## src/rtl/clk_en_pkg.sv

```systemverilog
package clk_en_pkg;
  localparam int BIT_CORE = 0;
  localparam int BIT_SYS  = 1;
  localparam int BIT_PER1 = 2;
  localparam int BIT_PER2 = 3;
  localparam int BIT_ASY1 = 4;
  localparam int BIT_ASY2 = 5;
  localparam int BIT_PER3 = 8;
  localparam int BIT_ASY3 = 10;
  localparam int CORE_LAG = 2;
  localparam int NUM_ASY  = 3;

  function automatic int asy_bit(int idx);
    case (idx)
      0:       return BIT_ASY1;
      1:       return BIT_ASY2;
      default: return BIT_ASY3;
    endcase
  endfunction
endpackage

```

## src/rtl/clk_en_div.sv

```systemverilog
module clk_en_div #(
  parameter int W = 4
) (
  input  logic         clk_i,
  input  logic         rst_ni,
  input  logic         run_i,
  input  logic [W-1:0] ratio_i,
  input  logic         gate_i,
  output logic         tc_o,
  output logic         en_o
);
  logic [W-1:0] cnt_q, cnt_d, lim_q, lim_d;
  logic         off_q, off_d, at_end;

  always_comb begin
    at_end = (cnt_q == lim_q);
    cnt_d  = cnt_q;
    lim_d  = lim_q;
    off_d  = off_q;
    if (at_end) begin
      cnt_d = '0;
      lim_d = ratio_i;
      off_d = gate_i;
    end else begin
      cnt_d = cnt_q + 1'b1;
    end
  end

  always_ff @(posedge clk_i or negedge rst_ni) begin
    if (!rst_ni) begin
      cnt_q <= '0;
      lim_q <= '0;
      off_q <= 1'b0;
    end else if (run_i) begin
      cnt_q <= cnt_d;
      lim_q <= lim_d;
      off_q <= off_d;
    end
  end

  assign tc_o = run_i & at_end;
  assign en_o = tc_o & ~off_q;

  // counter never passes the latched limit
  a_r2_cnt_in_range: assert property (@(posedge clk_i) disable iff (!rst_ni)
    cnt_q <= lim_q);
  // a nonzero ratio leaves a gap after each terminal count
  a_r2_gap: assert property (@(posedge clk_i) disable iff (!rst_ni)
    (tc_o && ratio_i != '0) |=> !tc_o);
  // the disable sampled at terminal count holds for the next period
  a_r3_gate_applied: assert property (@(posedge clk_i) disable iff (!rst_ni)
    (tc_o && gate_i) |=> !en_o);
endmodule

```

## src/rtl/clk_en_tap.sv

```systemverilog
module clk_en_tap (
  input  logic clk_i,
  input  logic rst_ni,
  input  logic src_i,
  input  logic gate_i,
  output logic en_o
);
  logic off_q, off_d;

  always_comb off_d = src_i ? gate_i : off_q;

  always_ff @(posedge clk_i or negedge rst_ni) begin
    if (!rst_ni) off_q <= 1'b0;
    else         off_q <= off_d;
  end

  assign en_o = src_i & ~off_q;

  // a disable seen on a source tick suppresses the following tick
  a_r7_tap_gate: assert property (@(posedge clk_i) disable iff (!rst_ni)
    (src_i && gate_i) |=> !en_o);
endmodule

```

## src/rtl/clk_en_guard.sv

```systemverilog
module clk_en_guard #(
  parameter int W = 4
) (
  input  logic         clk_i,
  input  logic         rst_ni,
  input  logic [W-1:0] prim_i,
  input  logic [W-1:0] sec_i,
  output logic [W-1:0] sec_eff_o,
  output logic         err_o
);
  logic [W:0] n_prim, n_sec, rem;
  logic       bad, err_q, err_d;

  always_comb begin
    n_prim    = {1'b0, prim_i} + 1'b1;
    n_sec     = {1'b0, sec_i} + 1'b1;
    rem       = n_prim % n_sec;
    bad       = (rem != '0);
    sec_eff_o = bad ? prim_i : sec_i;
    err_d     = err_q | bad;
  end

  always_ff @(posedge clk_i or negedge rst_ni) begin
    if (!rst_ni) err_q <= 1'b0;
    else         err_q <= err_d;
  end

  assign err_o = err_q;

  // error flag is sticky until reset
  a_r8_sticky: assert property (@(posedge clk_i) disable iff (!rst_ni)
    err_o |=> err_o);
  // a violating pair raises the flag on the next edge
  a_r8_raise: assert property (@(posedge clk_i) disable iff (!rst_ni)
    (((({1'b0, prim_i} + 1'b1) % ({1'b0, sec_i} + 1'b1)) != '0) |=> err_o));
endmodule

```

## src/rtl/clk_en_gen.sv

```systemverilog
module clk_en_gen
  import clk_en_pkg::*;
#(
  parameter int DIV_W  = 4,
  parameter int TEST_W = 3,
  parameter int MASK_W = 16
) (
  input  logic              clk_i,
  input  logic              rst_ni,
  input  logic [MASK_W-1:0] dis_mask_i,
  input  logic [DIV_W-1:0]  per1_div_i,
  input  logic [DIV_W-1:0]  per2_div_i,
  input  logic [DIV_W-1:0]  per3_div_i,
  input  logic              selftest_i,
  input  logic [TEST_W-1:0] selftest_div_i,
  output logic              sys_en_o,
  output logic              core_en_o,
  output logic              core_lag_en_o,
  output logic              per1_en_o,
  output logic              per2_en_o,
  output logic              per3_en_o,
  output logic              asy1_en_o,
  output logic              asy2_en_o,
  output logic              asy3_en_o,
  output logic              ratio_err_o
);
  localparam logic [MASK_W-1:0] USED_BITS =
    MASK_W'((1 << BIT_CORE) | (1 << BIT_SYS) | (1 << BIT_PER1) | (1 << BIT_PER2) |
            (1 << BIT_PER3) | (1 << BIT_ASY1) | (1 << BIT_ASY2) | (1 << BIT_ASY3));

  logic                run_q;
  logic [1:0]          since_q, since_d;
  logic [CORE_LAG-1:0] lag_q, lag_d;
  logic [TEST_W-1:0]   core_ratio;
  logic [DIV_W-1:0]    per2_eff;
  logic                sys_tc, core_tc, per1_tc, per2_tc, per3_tc;
  logic [NUM_ASY-1:0]  asy_en;
  logic                unused_bits;

  always_comb begin
    core_ratio = selftest_i ? selftest_div_i : '0;
    lag_d      = {lag_q[CORE_LAG-2:0], core_en_o};
    since_d    = (since_q == 2'd3) ? since_q : since_q + 2'd1;
  end

  always_ff @(posedge clk_i or negedge rst_ni) begin
    if (!rst_ni) begin
      run_q   <= 1'b0;
      since_q <= 2'd0;
      lag_q   <= '0;
    end else begin
      run_q   <= 1'b1;
      since_q <= since_d;
      lag_q   <= lag_d;
    end
  end

  assign core_lag_en_o = lag_q[CORE_LAG-1];

  clk_en_div #(.W(1)) u_sys (
    .clk_i(clk_i), .rst_ni(rst_ni), .run_i(run_q), .ratio_i(1'b0),
    .gate_i(dis_mask_i[BIT_SYS]), .tc_o(sys_tc), .en_o(sys_en_o));

  clk_en_div #(.W(TEST_W)) u_core (
    .clk_i(clk_i), .rst_ni(rst_ni), .run_i(run_q), .ratio_i(core_ratio),
    .gate_i(dis_mask_i[BIT_CORE]), .tc_o(core_tc), .en_o(core_en_o));

  clk_en_div #(.W(DIV_W)) u_per1 (
    .clk_i(clk_i), .rst_ni(rst_ni), .run_i(run_q), .ratio_i(per1_div_i),
    .gate_i(dis_mask_i[BIT_PER1]), .tc_o(per1_tc), .en_o(per1_en_o));

  clk_en_div #(.W(DIV_W)) u_per2 (
    .clk_i(clk_i), .rst_ni(rst_ni), .run_i(run_q), .ratio_i(per2_eff),
    .gate_i(dis_mask_i[BIT_PER2]), .tc_o(per2_tc), .en_o(per2_en_o));

  clk_en_div #(.W(DIV_W)) u_per3 (
    .clk_i(clk_i), .rst_ni(rst_ni), .run_i(run_q), .ratio_i(per3_div_i),
    .gate_i(dis_mask_i[BIT_PER3]), .tc_o(per3_tc), .en_o(per3_en_o));

  clk_en_guard #(.W(DIV_W)) u_guard (
    .clk_i(clk_i), .rst_ni(rst_ni), .prim_i(per1_div_i), .sec_i(per2_div_i),
    .sec_eff_o(per2_eff), .err_o(ratio_err_o));

  for (genvar i = 0; i < NUM_ASY; i++) begin : g_asy
    localparam int BITPOS = asy_bit(i);
    clk_en_tap u_tap (
      .clk_i(clk_i), .rst_ni(rst_ni), .src_i(per1_tc),
      .gate_i(dis_mask_i[BITPOS]), .en_o(asy_en[i]));
  end

  assign asy1_en_o = asy_en[0];
  assign asy2_en_o = asy_en[1];
  assign asy3_en_o = asy_en[2];

  assign unused_bits = ^(dis_mask_i & ~USED_BITS) ^ sys_tc ^ core_tc ^ per2_tc ^ per3_tc;

  // lagging core strobe is the core strobe two cycles late
  a_r5_core_lag: assert property (@(posedge clk_i) disable iff (!rst_ni)
    (since_q >= 2'd2) |-> (core_lag_en_o == $past(core_en_o, 2)));
  // system strobe every cycle while its bit stays clear
  a_r9_sys_rate: assert property (@(posedge clk_i) disable iff (!rst_ni)
    (run_q && !dis_mask_i[BIT_SYS]) |=> sys_en_o);
  // per-domain disable bits
  a_r4_core_gate: assert property (@(posedge clk_i) disable iff (!rst_ni)
    (core_tc && dis_mask_i[BIT_CORE]) |=> !core_en_o);
  a_r4_per2_gate: assert property (@(posedge clk_i) disable iff (!rst_ni)
    (per2_tc && dis_mask_i[BIT_PER2]) |=> !per2_en_o);
  a_r4_per3_gate: assert property (@(posedge clk_i) disable iff (!rst_ni)
    (per3_tc && dis_mask_i[BIT_PER3]) |=> !per3_en_o);
  // auxiliary strobes only on primary terminal counts
  a_r7_asy_src: assert property (@(posedge clk_i) disable iff (!rst_ni)
    (asy1_en_o || asy2_en_o || asy3_en_o) |-> per1_tc);
endmodule

```

## config.mk

```make
export PLATFORM = sky130hd
export DESIGN_NAME = clk_en_gen
export DESIGN_NICKNAME = d
export VERILOG_FILES = /design/src/rtl/clk_en_pkg.sv /design/src/rtl/clk_en_div.sv /design/src/rtl/clk_en_tap.sv /design/src/rtl/clk_en_guard.sv /design/src/rtl/clk_en_gen.sv
export SDC_FILE = /design/constraint.sdc
export NUM_CORES = 1
export LEC_CHECK = 0
export BUFFER_PORTS_ARGS = -buffer_cell sky130_fd_sc_hd__clkbuf_2
export CORE_MARGIN = 2
export CORE_UTILIZATION = 55
export CTS_CLUSTER_SIZE = 40
export DETAILED_ROUTE_END_ITERATION = 8
export PLACE_DENSITY = 0.77
export SETUP_SLACK_MARGIN = 0.3
export SYNTH_ARGS = -nofsm -noshare
export SYNTH_HDL_FRONTEND = slang
export SYNTH_HIERARCHICAL = 1
export SYNTH_SLANG_ARGS = --single-unit
```

## constraint.sdc

```tcl
create_clock -name clk_i -period 2.37 [get_ports clk_i]
set_clock_uncertainty 0.05 [all_clocks]
set_input_delay 0.3555 -clock clk_i [delete_from_list [all_inputs] [get_ports clk_i]]
set_output_delay 0.3555 -clock clk_i [all_outputs]
set_load 0.05 [all_outputs]
```

==> Word-level counts from Yosys, hierarchy flattened <==
Index checks and enable logic that the tools add are counted.
{ "op_classes": {"n_addsub": 7, "div": 1, "n_eq_ne": 4, "muxes": 7, "bitwise": 23, "reduce_logical": 6} }
{ "ops": {"columns": ["operator", "n"], "rows": [
  ["two-way mux 4 bit", 4],
  ["AND 1 bit", 13],
  ["adder 4 x 1 -> 4 bit, second input constant", 3],
  ["equality test 4 bit", 3],
  ["adder 4 x 1 -> 5 bit, second input constant", 2],
  ["AND reduction 2 bit", 5],
  ["NOT 1 bit", 9],
  ["two-way mux 3 bit", 2],
  ["remainder unit 5 x 5 -> 5 bit", 1],
  ["nonzero test 5 bit", 1],
  ["adder 3 x 1 -> 3 bit, second input constant", 1],
  ["equality test 3 bit", 1],
  ["adder 1 bit, second input constant", 1],
  ["two-way mux 1 bit", 1],
  ["OR 1 bit", 1]
]} }
{ "word_totals": {"register_bits": 43, "out_inout_bits": 10, "wordCells": 68} }

==> Logic depth before layout (Yosys ltp) <==
Gate-level depths: netlist of run 1.
{ "depth": {"ltp_word": 4, "ltp_mapped": 35} }

==> Modules after synthesis <==
Netlist of run 1, hierarchy kept.
{ "modules_own_cells": {"columns": ["mod", "n_inst", "cells_each", "area_per_inst_um2", "seq_area_each_um2"], "rows": [
  ["clk_en_div at u_per1 ...", 3, 37, 470.5, 225.2],
  ["clk_en_guard", 1, 121, 974.7, 25.0],
  ["clk_en_div at u_core", 1, 35, 381.6, 175.2],
  ["clk_en_div at u_sys", 1, 12, 143.9, 75.1],
  ["clk_en_tap", 3, 3, 46.3, 25.0],
  ["clk_en_gen", 1, 8, 101.3, 75.1]
]} }

==> Worst setup path after synthesis of run 1 <==
No wires, ideal clock.
{ "synth_path": {"path_kind": "input to register", "from": "input port per1_div_i[0]", "to": "register u_per2.lim_q[0]", "setup_time_ps": 125, "t_arrival_ps": 6782, "setup_slack_ps": -4587, "path_stages": 27, "path_buffers": 0, "path_cell_list": "ha_1 and3_1 ha_1 o21bai_1 or3_1 nand2_1 o21ai_1 ha_1 nor4b_1 a21oi_1 a211oi_1 nor2_1 ha_1 a21oi_1 o21ai_1 and2_4 o31ai_1 ha_1 a41o_1 o221ai_1 mux2_2 ha_1 or4_1 a211o_1 o41ai_4 mux2_1 mux2_4"} }
{ "synth_via": {"elab_chain_len": 4} }
{ "synth_lines": {"columns": ["element", "line_no", "text"], "rows": [
  ["start: declaration", "clk_en_gen.sv:11", "input logic [DIV_W-1:0] per1_div_i,"],
  ["adder 4 x 1 -> 5 bit", "clk_en_guard.sv:15", "n_prim = {1'b0, prim_i} + 1'b1;"],
  ["remainder unit 5 x 5 -> 5 bit", "clk_en_guard.sv:17", "rem = n_prim % n_sec;"],
  ["nonzero test 5 bit", "clk_en_guard.sv:18", "bad = (rem != '0);"],
  ["two-way mux 4 bit (*)", "clk_en_guard.sv:19", "sec_eff_o = bad ? prim_i : sec_i;"],
  ["via per2_eff[0]", "clk_en_gen.sv:35", "logic [DIV_W-1:0] per2_eff;"],
  ["end signal: assignment", "clk_en_div.sv:36", "lim_q <= lim_d;"],
  ["end: declaration", "clk_en_div.sv:12", "logic [W-1:0] cnt_q, cnt_d, lim_q, lim_d;"]
]} }
The timed path passes the listed nets; every way through them passes the cells marked *.
A chain may end at the register's enable or synchronous reset.

==> Final worst setup path of run 1 <==
{ "layout_path": {"from": "input port per1_div_i[0]", "to": "register u_per2.lim_q[2]"} }
{ "layout_via": {"elab_chain_len": 4} }
{ "layout_lines": {"columns": ["element", "line_no"], "rows": [
  ["adder 4 x 1 -> 5 bit", "clk_en_guard.sv:15"],
  ["remainder unit 5 x 5 -> 5 bit", "clk_en_guard.sv:17"],
  ["nonzero test 5 bit", "clk_en_guard.sv:18"],
  ["two-way mux 4 bit", "clk_en_guard.sv:19"],
  ["via per2_eff[2]", "clk_en_gen.sv:35"]
]} }
The timed path passes the listed nets, and every way through them passes these cells.

==> impl_metrics.json, run 1 <==
{
  "die-area_sq_mm": 0.00632,
  "area.growth.synth_to_final_pct": 45.1,
  "vdd_ir_drop_max_uv": 886,
  "totalPowerFinal_mw": 4.87,
  "grt_max_degree": 36,
  "instances_no_fill": 494,
  "root_buffer": "clkbuf_8",
  "route.detailed.vias_per_inst": 5.58,
  "cts_made_buffers": 5,
  "share_comb_of_total_power_pct": 60.3,
  "gr-max-usage-layer": "met2",
  "buffer_ports.inserted": 35,
  "power_leakage_nw": 2.23,
  "ys_warn_count": 6,
  "grt_pass1_vias": 2750,
  "wl_microns": 8450,
  "ant_nets": 0,
  "slew_viol_final": 0,
  "antenna_found_initial": 0,
  "antenna_cells_inserted": 0,
  "post-dp-hpwl_microns": 5290,
  "synthCells": 292,
  "setup.worst_path.start_class": "input port",
  "place.gp.congestion": 0.850,
  "globalRouteTotalUtil_pct": 26.0,
  "ctsHtreeMaxLevel": 2,
  "timing.final.ws_setup_ns": -4.29,
  "detail_route.iter0.violations": 160,
  "clock_latency_ns": 0.30,
  "synth_nets": 351,
  "fmaxAchievable_mhz": 150,
  "mostFrequentLayoutCell": "buf_4",
  "critPathRequiredTime_ns": 2.50,
  "criticalPathCategory": "in2reg",
  "die_y_microns": 79.5,
  "numClockSinks": 44,
  "seq_power_share_pct": 29.6,
  "rsz0062_at_grt": "yes",
  "cts.path.max_buffers": 2,
  "net-switching-power_mw": 1.95,
  "finish.utilization_pct": 82.7,
  "timing.critical_path.to_type": "flip-flop",
  "maxCapViolations": 0,
  "critPathSlowestCell": "or3_4",
  "violated_checks": "setup timing",
  "final_layout_size_suffix_gt1_share_pct": 51.7,
  "worst_setup_hold_path_clk_slew_ns": 0.09,
  "outcome": "complete, but fails checks",
  "layout_worst_path_cycle_share_pct": 281,
  "timing.final.setup_violations": 5,
  "drt-wirelength-per-cell_microns": 17.1,
  "grt_util_met2_pct": 43.2,
  "critPathMaxStageDelay_ns": 0.35,
  "power.share.clock_pct": 10.1,
  "holdCritPathClass": "in2reg",
  "vias": 2755,
  "clock_period_minus_worst_slack_ns": 6.66,
  "row_count": 27,
  "mostFrequentLayoutCells": "86 x buf_4, 41 x dfrtp_1, 29 x mux2_4",
  "floorplan.core_area_sq_mm": 0.00551,
  "dp_cells": 445,
  "cts_tree": "yes",
  "power_density_mw_per_mm2": 1070,
  "sum_of_overflow_across_all_layers_after_global_routing": 0,
  "synth_area_sq_mm": 0.00314,
  "mean_syn_cell_area_sq_um": 10.7,
  "design.final.nets": 480,
  "grt_use_met3_pct": 6.56,
  "timing_hold_violations_final": 0,
  "die_width_microns": 79.5,
  "cell_internal_power_dissipation_mw": 2.91,
  "max_slew.worst_pin.slew_ns": 0.533,
  "remaining_drc_errors": 0,
  "drt-pass1-iter-count": 4,
  "starting_density_of_the_core_pct": 57.0,
  "max_slew_margin_pct": 64.4,
  "grt_pass1_wl_microns": 12800,
  "critPathMaxFanout": 5,
  "p_sw_share_pct": 40.1,
  "met1_usage_pct": 33.6,
  "cp_data_arrival_time_ns": 6.80,
  "io_pins": 44
}
## per-layer routing
metal | vias to the layer above | wire length [microns]
met3 | 24 | 366
met4 | 0 | 191
met2 | 86 | 4340
met5 | - | 0
li1 | 1294 | -
met1 | 1351 | 3550
## critical path, delay by kind of cell
family	cells	cell delay, ns
AO/OA/AOI/OAI	10	1.79
XOR/XNOR	1	0.19
adder cells (fa/ha/maj)	6	1.59
buffers and inverters	6	0.70
multiplexers	3	0.80
AND/OR/NAND/NOR	8	1.39
## through the flow
stage / hold slack (ns) / setup TNS, ns / instance area, sq um / setup slack, ns
floorplan: 0.00991 / -19.78 / 3260 / -4.06
global placement: 0.175 / -21.32 / 3880 / -4.37
detailed placement: 0.181 / -22.26 / 3880 / -4.56
CTS: 0.229 / -20.28 / 4340 / -4.16
global route: 0.228 / -22.02 / 4550 / -4.50
finish: 0.230 / -20.97 / 4550 / -4.29
## cell type report
class / instances / area (sq um)
multi-input combinational: 225 / 2220
timing repair buffer: 126 / 966
clock inverter: 2 / 10.0
fill: 305 / 955
sequential: 44 / 1100
tap: 72 / 90.1
inverter: 19 / 73.8
clock buffer: 6 / 82.6
## what timing repair did
action / CTS / global route
setup endpoints to repair: 12 / 13
hold buffers: 1 / 0
endpoints found under the hold margin: 8 / 0
buffers inserted: 25 / 15
resized for setup: 36 / 30
pin swaps: 13 / 13
## power groups by stage
stage                     sequential [mW]  clock [mW]  combinational (mW)
final                                1.44       0.492                2.94
after global routing                 1.48       0.529                3.13
after CTS                            1.40       0.494                2.63
after detailed placement             1.40           0                2.30
after global placement               1.38           0                2.19
after floorplan                      1.35           0                1.74
## path summary, 6_finish.rpt
kind	startpoint	to	slack [ns]	cells after the start
setup / recovery	per1_div_i[0]	u_per2/lim_q[2]	-4.29	34
min in group asynchronous	rst_ni	u_per3/lim_q[0]	0.39	2
hold reg to reg	lag_q[0]	lag_q[1]	0.32	0
max in group asynchronous	rst_ni	u_per2/cnt_q[0]	1.31	3
hold / removal	dis_mask_i[0]	u_core/off_q	0.23	2
setup reg to reg	u_per3/cnt_q[1]	u_per3/lim_q[1]	0.49	6
## registers in the layout, summed over array words and instances (netlist names)
register           cells
u_per1/lim_q           4
run_q                  1
u_per2/cnt_q           4
g_asy.u_tap/off_q      3
u_sys/cnt_q            1
u_sys/lim_q            1
u_per1/cnt_q           4
lag_q                  2
u_core/cnt_q           3
u_guard/err_o          1
u_per2/lim_q           4
u_per2/off_q           1
u_per3/off_q           1
u_sys/off_q            1
u_core/off_q           1
u_per3/cnt_q           4
u_per3/lim_q           4
u_core/lim_q           3
u_per1/off_q           1
(Power assumes the default switching activity.)
==> run 2, diff against run 1 <==
--- a/config.mk
+++ b/config.mk
@@ -10,9 +10,8 @@
 export CORE_UTILIZATION = 55
 export CTS_CLUSTER_SIZE = 40
 export DETAILED_ROUTE_END_ITERATION = 8
-export PLACE_DENSITY = 0.77
+export PLACE_DENSITY = 0.78
 export SETUP_SLACK_MARGIN = 0.3
 export SYNTH_ARGS = -nofsm -noshare
 export SYNTH_HDL_FRONTEND = slang
-export SYNTH_HIERARCHICAL = 1
 export SYNTH_SLANG_ARGS = --single-unit
==> run 2 against run 1 <==
- the run still ends with setup timing left
- largest cell class unchanged
- first-iteration DRC count rose by 30%
- non-clock buffer count did not move
- sequential share of layout area rose by 0.53 points
- clock power fell by 5.3%
==> impl_metrics.json, run 2 <==
{
  "outcome": "complete, but fails checks",
  "violated_checks": "setup timing",
  "reg2reg_slack_ns": 0.15,
  "ys_warn_count": 0,
  "ant_nets": 0,
  "fmaxAchievable_mhz": 171,
  "grt_max_degree": 43,
  "mean_syn_cell_area_sq_um": 10.1,
  "grt_pass1_vias": 2539,
  "timing.critical_path.to_type": "flip-flop",
  "regToRegEndpoint": "u_per1.lim_q[3]",
  "power.share.clock_pct": 10.9,
  "cts.path.max_buffers": 2,
  "post-dp-hpwl_microns": 4880,
  "synth_enable_flop_cells": 0,
  "remaining_drc_errors": 0,
  "clock_period_minus_worst_slack_ns": 5.85,
  "post_synth_most_frequent_cells": "42 x dfrtp_1, 30 x nand2_1, 23 x ha_1",
  "drt-wirelength-per-cell_microns": 18.2,
  "detail_route.iter0.violations": 208,
  "route.detailed.vias_per_inst": 5.66,
  "sum_of_overflow_across_all_layers_after_global_routing": 0,
  "async_reset_ff_share_pct": 100,
  "finish.utilization_pct": 84.0,
  "row_count": 26,
  "yosysMostFrequentCell": "dfrtp_1",
  "cp_data_arrival_time_ns": 5.98,
  "yosysTopAreaCellShare_pct": 37.1,
  "post_dp_cell_area_sq_mm": 0.00366,
  "postSynthRegisterBits": 42,
  "floorplan.core_area_sq_mm": 0.00504,
  "ctsHtreeMaxLevel": 2,
  "synth_area_sq_mm": 0.00283,
  "synth_nets": 339,
  "antenna_cells_inserted": 0,
  "dp_cells": 438,
  "slew_viol_final": 0,
  "wl_microns": 8710,
  "area.growth.synth_to_final_pct": 49.5,
  "place.gp.congestion": 0.847,
  "die_y_microns": 75.8,
  "critPathMaxFanout": 5,
  "totalPowerFinal_mw": 4.27,
  "die_width_microns": 75.8,
  "criticalPathCategory": "in2reg",
  "worst_setup_hold_path_clk_slew_ns": 0.09,
  "synth_area_leaders": "dfrtp_1 37%, ha_1 10%, mux2_2 7.5%",
  "globalRouteTotalUtil_pct": 27.4,
  "grt_pass1_wl_microns": 11800,
  "cell_internal_power_dissipation_mw": 2.55,
  "timing.final.ws_setup_ns": -3.48,
  "layout_worst_path_cycle_share_pct": 247,
  "power_density_mw_per_mm2": 1010,
  "antenna_found_initial": 0,
  "clock_latency_ns": 0.30,
  "seq_power_share_pct": 30.7,
  "net-switching-power_mw": 1.73,
  "setup.worst_path.start_class": "input port",
  "vdd_ir_drop_max_uv": 642,
  "holdCritPathClass": "in2async",
  "critPathRequiredTime_ns": 2.49,
  "maxCapViolations": 0,
  "final.fill_count": 274,
  "final_layout_size_suffix_gt1_share_pct": 50.1,
  "stdcell_area_sq_mm": 0.00424,
  "design.final.nets": 466,
  "mostFrequentLayoutCells": "83 x buf_4, 42 x dfrtp_1, 27 x clkbuf_2",
  "critPathSlowestCell": "or4_4",
  "io_pins": 44,
  "timing_hold_violations_final": 0,
  "instances_no_fill": 479,
  "vias": 2713,
  "netlist-cell-type-count": 46,
  "root_buffer": "clkbuf_8",
  "rsz0062_at_grt": "yes",
  "numClockSinks": 42,
  "power_leakage_nw": 2.01,
  "postSynth.topFlopCell": "dfrtp_1",
  "buffer_ports.inserted": 35,
  "starting_density_of_the_core_pct": 56.2,
  "hold_slack_ns": 0.0701,
  "max_slew_margin_pct": 56.2,
  "crit-reg2reg-launch": "u_per1.cnt_q[0]",
  "drt-pass1-iter-count": 4,
  "timing.final.setup_violations": 5,
  "p_sw_share_pct": 40.4,
  "r2r.worst_path.cells": 10,
  "critPathMaxStageDelay_ns": 0.58,
  "synthCells": 281,
  "cts_tree": "yes",
  "critical_path_s_most_frequent_cell": "ha_4",
  "mostFrequentLayoutCell": "buf_4",
  "cts_made_buffers": 5,
  "synth-seq-area-share_pct": 37.1,
  "die-area_sq_mm": 0.00574,
  "post-synth-top-area-cell": "dfrtp_1",
  "max_slew.worst_pin.slew_ns": 0.651,
  "share_comb_of_total_power_pct": 58.4
}
[run 2: layout make-up]
class,instances,area (sq um),share of cell area (%)
clock inverters,3,21.3,0.502
well taps,70,87.6,2.07
flip-flops and latches,42,1050,24.8
inverters,9,33.8,0.797
repair buffers,126,965,22.8
multi-input cells,224,2010,47.4
clock buffers,5,68.8,1.62
[run 2: cell families after synthesis]
| group | synth area share (%) |
|---|---|
| and+or+nand+nor | 16.1 |
| AOI/OAI and AO/OA | 16.0 |
| DFF | 37.1 |
| xor gates and xnor gates | 8.34 |
| adders and majority gates | 10.9 |
| muxes | 8.96 |
| buffers and inverters | 2.52 |
| other | 0.132 |
[run 2: worst max path at each step]
stage | slack (ns) | cells past startpoint | start | endpoint
after floorplan | -3.50 | 26 | per2_div_i[0] | u_per2.lim_q[1]
after global placement | -3.60 | 27 | per2_div_i[0] | u_per2.lim_q[3]
after detailed placement | -3.70 | 28 | per2_div_i[0] | u_per2.lim_q[2]
after CTS | -3.27 | 26 | per2_div_i[1] | u_per2.lim_q[2]
after global routing | -3.64 | 28 | per2_div_i[0] | u_per2.lim_q[1]
final | -3.48 | 26 | per2_div_i[0] | u_per2.lim_q[1]
[run 2: per-layer routing]
metal,wire [microns],part of all wire (%),up-vias,track usage (%)
li1,-,-,1266,-
met1,3530,41,1309,35.2
met2,4410,51,108,48.1
met3,468,5.4,30,3.57
met4,296,3.4,0,8.19
met5,0,0,-,0
[run 2: power by group through the flow]
stage	clock, mW	sequential [mW]	combinational [mW]
after floorplan	0	1.27	1.37
after global placement	0	1.30	1.81
after detailed placement	0	1.32	1.88
after CTS	0.470	1.28	2.21
after global routing	0.501	1.34	2.70
final	0.466	1.31	2.50
[run 2: per-stage QoR]
| stage | worst slack, ns | setup TNS (ns) |
|---|---|---|
| 2_1_floorplan | -3.50 | -17.26 |
| 3_3_place_gp | -3.60 | -17.88 |
| 3_5_place_dp | -3.70 | -18.35 |
| 4_1_cts | -3.27 | -16.08 |
| 5_1_grt | -3.64 | -17.94 |
| 6_report | -3.48 | -17.17 |
[run 2: critical path, delay by kind of cell]
family                     cells  cell delay [ns]
and+or+nand+nor                6             1.69
buffers and inverters          1             0.12
adders and majority gates      5             1.18
AOI/OAI and AO/OA             11             1.72
xor gates and xnor gates       1             0.17
muxes                          2             0.72
[run 2: what timing repair did]
action,4_1_cts,5_1_grt
endpoints found under the setup margin,12,16
hold buffers,0,0
pin swaps,21,8
resized for setup,35,22
setup buffers,21,12
